**src/rtl/readout_seq.sv**
```systemverilog
module readout_seq #(
  parameter int N   = 2048,
  parameter int REF = 4,
  parameter int SW  = 4,
  localparam int AW = $clog2(N),
  localparam int W  = AW + 1
) (
  input  logic          clk,
  input  logic          rst_n,
  input  logic          start,
  input  logic [1:0]    mode,
  input  logic [1:0]    rst_sel,
  input  logic [SW-1:0] stride,
  input  logic [AW-1:0] col_lo,
  input  logic [AW-1:0] col_hi,
  input  logic [AW-1:0] row_lo,
  input  logic [AW-1:0] row_hi,
  output logic          busy,
  output logic          pix_valid,
  output logic [AW-1:0] row_addr,
  output logic [AW-1:0] col_addr,
  output logic          ref_pix,
  output logic          rst_strobe,
  output logic          frame_done,
  output logic          win_err
);
  localparam logic [1:0] M_FULL = 2'd0, M_WIN = 2'd1, M_GUIDE = 2'd2, M_SUB = 2'd3;
  localparam logic [1:0] R_PIX = 2'd1, R_LINE = 2'd2, R_ALL = 2'd3;
  localparam logic [W-1:0] LAST = W'(N - 1);

  typedef enum logic [2:0] {S_IDLE, S_GRST, S_FULL, S_WIN, S_DONE} st_t;
  st_t st;

  logic [1:0]    mode_q, rsel_q;
  logic [SW-1:0] step_q;
  logic [AW-1:0] cl_q, ch_q, rl_q, rh_q;
  logic [AW-1:0] row, col, wr, wc;

  wire bad_win = (mode == M_WIN || mode == M_GUIDE) && (col_lo > col_hi || row_lo > row_hi);
  wire [SW-1:0] step_eff = (mode_q == M_SUB) ? step_q : SW'(1);
  wire last_col = (W'(col) + W'(step_eff)) > LAST;
  wire last_row = (W'(row) + W'(step_eff)) > LAST;
  wire last_wc  = (wc == ch_q);
  wire last_wr  = (wr == rh_q);

  always_ff @(posedge clk or negedge rst_n) begin
    if (!rst_n) begin
      st <= S_IDLE; mode_q <= '0; rsel_q <= '0; step_q <= SW'(1);
      cl_q <= '0; ch_q <= '0; rl_q <= '0; rh_q <= '0;
      row <= '0; col <= '0; wr <= '0; wc <= '0; win_err <= 1'b0;
    end else begin
      case (st)
        S_IDLE: if (start) begin
          win_err <= bad_win;
          if (!bad_win) begin
            mode_q <= mode; rsel_q <= rst_sel;
            step_q <= (stride == '0) ? SW'(1) : stride;
            cl_q <= col_lo; ch_q <= col_hi; rl_q <= row_lo; rh_q <= row_hi;
            row <= '0; col <= '0; wr <= row_lo; wc <= col_lo;
            if (rst_sel == R_ALL)   st <= S_GRST;
            else if (mode == M_WIN) st <= S_WIN;
            else                    st <= S_FULL;
          end
        end
        S_GRST: st <= (mode_q == M_WIN) ? S_WIN : S_FULL;
        S_FULL: begin
          if (!last_col) col <= col + AW'(step_eff);
          else begin
            col <= '0;
            if (last_row) st <= S_DONE;
            else begin
              row <= row + AW'(step_eff);
              if (mode_q == M_GUIDE) st <= S_WIN;
            end
          end
        end
        S_WIN: begin
          if (!last_wc) wc <= wc + 1'b1;
          else begin
            wc <= cl_q;
            if (!last_wr) wr <= wr + 1'b1;
            else begin
              wr <= rl_q;
              st <= (mode_q == M_GUIDE) ? S_FULL : S_DONE;
            end
          end
        end
        default: st <= S_IDLE;
      endcase
    end
  end

  assign busy       = (st != S_IDLE);
  assign pix_valid  = (st == S_FULL) || (st == S_WIN);
  assign row_addr   = (st == S_WIN) ? wr : row;
  assign col_addr   = (st == S_WIN) ? wc : col;
  assign frame_done = (st == S_DONE);
  assign rst_strobe = (st == S_GRST) ||
                      ((st == S_FULL) && (rsel_q == R_PIX || (rsel_q == R_LINE && last_col)));
  assign ref_pix = pix_valid &&
                   (row_addr < AW'(REF) || row_addr >= AW'(N - REF) ||
                    col_addr < AW'(REF) || col_addr >= AW'(N - REF));

  assert_win_bounds_R4: assert property (@(posedge clk) disable iff (!rst_n)
    (st == S_WIN) |-> (row_addr >= rl_q && row_addr <= rh_q && col_addr >= cl_q && col_addr <= ch_q));
  assert_row_kept_R5: assert property (@(posedge clk) disable iff (!rst_n)
    (st == S_WIN && $past(st == S_WIN)) |-> $stable(row));
  assert_done_pulse_R11: assert property (@(posedge clk) disable iff (!rst_n)
    frame_done |=> (!frame_done && !busy));
  assert_err_quiet_R10: assert property (@(posedge clk) disable iff (!rst_n)
    win_err |-> !pix_valid);
  assert_ref_on_beat_R3: assert property (@(posedge clk) disable iff (!rst_n)
    ref_pix |-> pix_valid);
  assert_busy_start_R12: assert property (@(posedge clk) disable iff (!rst_n)
    (busy && start && !frame_done) |=> $stable(mode_q));
endmodule

```
**config.mk**
```make
export PLATFORM = sky130hd
export DESIGN_NAME = readout_seq
export DESIGN_NICKNAME = d
export VERILOG_FILES = /design/src/rtl/readout_seq.sv
export SDC_FILE = /design/constraint.sdc
export NUM_CORES = 1
export LEC_CHECK = 0
export BUFFER_PORTS_ARGS = -buffer_cell sky130_fd_sc_hd__buf_2
export CAP_MARGIN = 20
export CORE_MARGIN = 5
export CORE_UTILIZATION = 53
export DETAILED_ROUTE_END_ITERATION = 8
export PLACE_DENSITY = 0.74
export SLEW_MARGIN = 5
export SYNTH_ARGS = -nofsm -noshare
export SYNTH_HDL_FRONTEND = slang
export SYNTH_SLANG_ARGS = --single-unit
```
**constraint.sdc**
```tcl
create_clock -name clk -period 4.25 [get_ports clk]
set_input_delay 0.6375 -clock clk [delete_from_list [all_inputs] [get_ports clk]]
set_output_delay 0.6375 -clock clk [all_outputs]
set_load 0.02 [all_outputs]
```
== Word level (Yosys, flattened, before mapping) ==
Index checks and enable logic that the tools add are counted.
Cells by class
  $add $sub $neg: 6
  $lt $le $gt $ge: 8
  equality and inequality tests: 21
  multiplexer cells: 32
  bitwise operators: 1
  reduce and logical (&&, ||, !) cells: 24
Operators with widths (count)
  $mux 11: 14
  $pmux 11 s2: 4
  $add 11x4->12: 2
  $gt 12x11->1 const B: 2
  $mux 3: 8
  $add 11x1->11 const B: 2
  $add 11x4->11: 2
  $eq 11x11->1: 2
  $ge 11x11->1 const B: 2
  $gt 11x11->1: 2
  $lt 11x3->1 const B: 2
  $ne 2x2->1 const B: 6
  $pmux 3 s4: 1
  $eq 2x2->1 const B: 5
  $reduce_and 3->1: 3
  $logic_or 1x1->1: 8
  $mux 4: 2
  $eq 2x1->1 const B: 3
  $eq 3x2->1 const B: 2
  $reduce_and 6->1: 1
  $reduce_and 5->1: 1
  $logic_and 1x1->1: 4
  $logic_not 4->1: 1
  $reduce_and 4->1: 1
  10 further kinds: 12
Word-level totals
  bits in registers: 100
  input port bits: 55
  word-level logic and storage cells: 105

== Logic depth before layout (Yosys ltp) ==
  depth after elaboration: 8
  gate-level depth with buffers: 11

== Least setup slack after synthesis ==
Ideal clock, no wire load.
  kind: register -> output
  start point: register mode_q[0]
  end point: output rst_strobe
  arrival time: 2.353 ns
  data required time: 3.612 ns
  path slack: 1.260 ns
  stages on the path, launching flop included: 11
  path through: dfrtp_1 > buf_2 > nand2_1 > or2_2 > ha_1 > maj3_1 > o211a_1 > a311o_1 > nand2_1 > or3_1 > a211oi_1
Between the ends
  longest elaborated chain between the ends: 8
RTL lines
  start: declaration: RTL line 34  | logic [1:0] mode_q, rsel_q;
  start signal: assignment: RTL line 56  | mode_q <= mode; rsel_q <= rst_sel;
  $eq 2x2->1: RTL line 40  | wire [SW-1:0] step_eff = (mode_q == M_SUB) ? step_q : SW'(1);
  $mux 4: RTL line 40
  $add 11x4->12: RTL line 41  | wire last_col = (W'(col) + W'(step_eff)) > LAST;
  $gt 12x11->1: RTL line 41
  $logic_and 1x1->1: RTL line 99  | ((st == S_FULL) && (rsel_q == R_PIX || (rsel_q == R_LINE && last_col)));
  $logic_or 1x1->1: RTL line 99
  $logic_and 1x1->1: RTL line 99
  $logic_or 1x1->1: RTL line 98  | assign rst_strobe = (st == S_GRST) ||
  end: declaration: RTL line 23  | output logic rst_strobe,
No other way between the ends.

== Final worst setup path ==
  start point: register st[0]
  end point: output ref_pix
Between the ends
  longest elaborated chain between the ends: 7
RTL lines
  start: declaration: RTL line 32  | st_t st;
  start signal: assignment: RTL line 65  | S_GRST: st <= (mode_q == M_WIN) ? S_WIN : S_FULL;
  start signal: assignment: RTL line 84  | st <= (mode_q == M_GUIDE) ? S_FULL : S_DONE;
  $eq 3x2->1: RTL line 94, 95, 96
  $mux 11: RTL line 95  | assign row_addr = (st == S_WIN) ? wr : row;
  $lt 11x3->1 or $ge 11x11->1 (tied branches): RTL line 101  | (row_addr < AW'(REF) || row_addr >= AW'(N - REF) ||
  $logic_or 1x1->1 (2 in series): RTL line 101
  $logic_or 1x1->1: RTL line 102  | col_addr < AW'(REF) || col_addr >= AW'(N - REF));
  $logic_and 1x1->1 (*): RTL line 100  | assign ref_pix = pix_valid &&
  end: declaration: RTL line 22  | output logic ref_pix,
Every way passes the cells marked *; elsewhere a longest branch is shown, timed or not.

==> metrics.log <==
INFO  metric run_status = complete, no violations
INFO  metric top_layer_used = met4
INFO  metric final.setup.tns = 0 ns
INFO  metric synthToLayoutAreaGrowth = 13.45%
INFO  metric clock_tree_from_tritoncts = yes
INFO  metric final_cell_count_no_fill = 957
INFO  metric final_layout_size_suffix_gt1_share = 15.80%
INFO  metric startpoint_type_of_the_worst_setup_path = register
INFO  metric pin_count_of_the_biggest_net_entering_global_routing = 83
INFO  metric wirelength = 16870 um
INFO  metric timing.critical_path.max_delay_family = simple AND/OR/NAND/NOR gates
INFO  metric timing.final.hold_violations = 0
INFO  metric critical_path_data_arrival_time = 3.16 ns
INFO  metric count_of_different_cell_masters_after_synthesis = 59
INFO  metric vdd.ir_drop.worst = 0.1628 mV
INFO  metric drcViolationCount = 0
INFO  metric detailroute.wirelength.met3 = 983 um
INFO  metric cts.path.max_buffers = 2
INFO  metric worst_path_max_delay_cell = nand3b_1
INFO  metric crit_required = 3.61 ns
INFO  metric die-height = 119.7 um
INFO  metric routabilityCongestion = 0.9522
INFO  metric coreArea = 11910 um^2
INFO  metric flip_flop_and_latch_count_after_synthesis = 100
INFO  metric post-place-cells = 940
INFO  metric synth.avg_cell_area = 8.555 um^2
INFO  metric synth-edff-count = 0
INFO  metric grt_first_pass_wirelength = 27660 um
INFO  metric clk_root_buffer_cell = clkbuf_16
INFO  metric firstDrtPassIters = 5
INFO  metric global_route.usage.total = 23.83%
INFO  metric asyncSetResetFlopFracSynth = 100.0%
INFO  metric min_period = 3.802 ns
INFO  metric critical_path.endpoint_type = output pin
INFO  metric cts_sinks = 100
INFO  metric timing.reg2reg.setup_slack = 1.08 ns
INFO  metric final_util = 60.70%
INFO  metric preCtsSetupSlack = 0.8752 ns
INFO  metric yosys_warnings = 0
INFO  metric route.layer.met1.wl = 7565 um
INFO  metric tightest_slew = 0.8336 ns
INFO  metric met2_wirelength = 7907 um
INFO  metric layout.cells.most_common = nand2_1
INFO  metric timing.critical_path.cells = nand3b_1, mux2i_1, or4_1, nor3_1, a41oi_1, a31oi_1, buf_2
INFO  metric synth-seq-area-share = 39.28%
INFO  metric path_class = reg -> out
INFO  metric synth.net_count = 831
INFO  metric cts_resized = 0
INFO  metric starting_utilization_of_the_core_area = 53.51%
INFO  metric io_buffers = 82
INFO  metric crit_path_max_incr_delay = 0.58 ns
INFO  metric boundary_pins = 83
INFO  metric clkTransAtPathRegs = 0.07 ns
INFO  metric initial_antenna_violation_count = 0
INFO  metric timing.max_cap.violations = 0
INFO  metric detail_route.vias_per_cell = 6.014
INFO  metric timing.final.ws_setup = 0.4477 ns
INFO  metric die_x_extent = 119.7 um
INFO  metric grt_overflow = 0
INFO  metric most_used_flip_flop_cell_after_synthesis = dfrtp_1
INFO  metric path_buf_inv = 1
INFO  metric drt_iter0_markers = 480
INFO  metric max_clock_freq = 0.2630 GHz
INFO  metric die_area = 14320 um^2
INFO  metric dp_hpwl = 12500 um
INFO  metric synthCells = 745
INFO  metric number_of_global_route_vias_before_repair = 5457
INFO  metric synthesis.area = 6374 um^2
INFO  metric drt-wirelength-per-cell = 17.63 um
INFO  metric maxSlewHeadroom = 44.27%
INFO  metric cts.htree.levels = 3
INFO  metric setup_viol_count_final = 0
INFO  metric final_antenna_net_count = 0
INFO  metric antenna-diode-count = 0
INFO  metric cp_max_fo = 13
INFO  metric power_density = 271.6 nW/um^2
INFO  metric hp-class = in -> async
INFO  metric ctsHoldBuffers = 0
INFO  metric placement_rows = 40
INFO  metric numCtsBuffers = 9
INFO  metric fin_crit_sh = 89.47%
INFO  metric layout_common_cells = nand2_1, dfrtp_1, buf_2, o21ai_0, inv_1
INFO  metric insertion_delay = 0.35 ns
INFO  metric final_nets = 891
INFO  metric clock-skew-final = 0.009957 ns
INFO  metric unrepaired_setup_endpoints_after_global_routing = false
INFO  metric p_leak = 0.003630 uW
INFO  metric postCtsSetupBuffers = 0
INFO  metric via_count = 5755
INFO  metric maxSlewViolCount = 0
-- synthesized netlist by cell type (3+ instances only) --
library cell | count | share of area [%]
a22o_1 | 7 | 0.96
nor4_1 | 7 | 0.69
buf_2 | 8 | 0.63
mux2i_1 | 30 | 4.7
nand2b_1 | 6 | 0.59
clkbuf_1 | 29 | 1.7
xor2_1 | 34 | 4.7
a22oi_1 | 8 | 0.94
o31ai_1 | 4 | 0.47
a21oi_1 | 21 | 1.6
o221a_2 | 13 | 2.3
nor3_1 | 11 | 0.86
o21ai_0 | 55 | 4.3
or4_1 | 5 | 0.59
buf_1 | 3 | 0.18
xnor2_1 | 12 | 1.6
nand2_1 | 170 | 10
a41oi_1 | 3 | 0.41
or3_1 | 5 | 0.49
inv_1 | 48 | 2.8
nand4_1 | 13 | 1.3
ha_1 | 31 | 6.1
nor2_1 | 22 | 1.3
and2_1 | 4 | 0.39
a211o_1 | 3 | 0.41
nand3_1 | 21 | 1.6
o211ai_1 | 6 | 0.71
and3_1 | 9 | 0.88
a211oi_1 | 5 | 0.59
a31oi_1 | 10 | 0.98
dfrtp_1 | 99 | 39
and4_1 | 5 | 0.69
nand3b_1 | 3 | 0.35
-- metrics by stage --
| step | power, uW | hold slack, ns | instance area, um^2 |
|---|---|---|---|
| 3_3_place_gp | 1082 | 0.4529 | 6888 |
| 2_1_floorplan | 1013 | 0.3419 | 6374 |
| 6_report | 1964 | 0.2064 | 7231 |
| 4_1_cts | 1965 | 0.4737 | 7203 |
| 5_1_grt | 2026 | 0.2338 | 7231 |
| 3_5_place_dp | 1087 | 0.4569 | 6888 |
-- final cells by class --
cell class / count / area (um^2)
Clock buffer: 11 / 232.7
Clock inverter: 5 / 82.58
Fill cell: 1055 / 4681
Inverter: 48 / 180.2
Multi-Input combinational cell: 554 / 3527
Sequential cell: 100 / 2504
Tap cell: 147 / 183.9
Timing Repair Buffer: 92 / 520.5
-- state kept, by name, summed over array words and instances, names as in the netlist --
signal and cells:
ch_q 11, cl_q 11, col 11, mode_q 2, rh_q 11, rl_q 11, row 11, rsel_q 2
st 3, step_q 4, wc 11, win_err 1, wr 11
-- metal layers --
metal | track usage [%] | vias to the layer above
li1 | - | 2739
met1 | 33.28 | 2789
met2 | 37.96 | 200
met3 | 2.969 | 27
met4 | 9.234 | 0
met5 | 0 | -
-- where the power goes --
part,leakage (uW),internal (uW),switching [uW]
Clock,0.000155,520,373
Sequential,0.00128,951,0
Combinational,0.00220,45.8,73.8
-- final timing paths --
path                           start        end  depth (start not counted)
max in group asynchronous      rst_n  step_q[0]                          2
min                            rst_n   rl_q[10]                          1
min reg2reg                  cl_q[3]    cl_q[3]                          2
min in group clk             cl_q[3]    cl_q[3]                          2
max reg2reg                mode_q[1]     col[4]                          9
max                            st[0]    ref_pix                          7
-- cells by family (layout without fill, tap and decap cells) --
| kind of cell | Yosys count | count (layout) | synth area share, % |
|---|---|---|---|
| xor gates and xnor gates | 46 | 46 | 6.321 |
| buffers and inverters | 91 | 156 | 5.673 |
| DFF | 100 | 100 | 39.28 |
| and+or+nand+nor | 286 | 286 | 20.34 |
| adders and majority gates | 34 | 34 | 6.576 |
| muxes | 30 | 30 | 4.711 |
| AOI/OAI and AO/OA | 158 | 158 | 17.10 |
(Power assumes the default switching activity.)
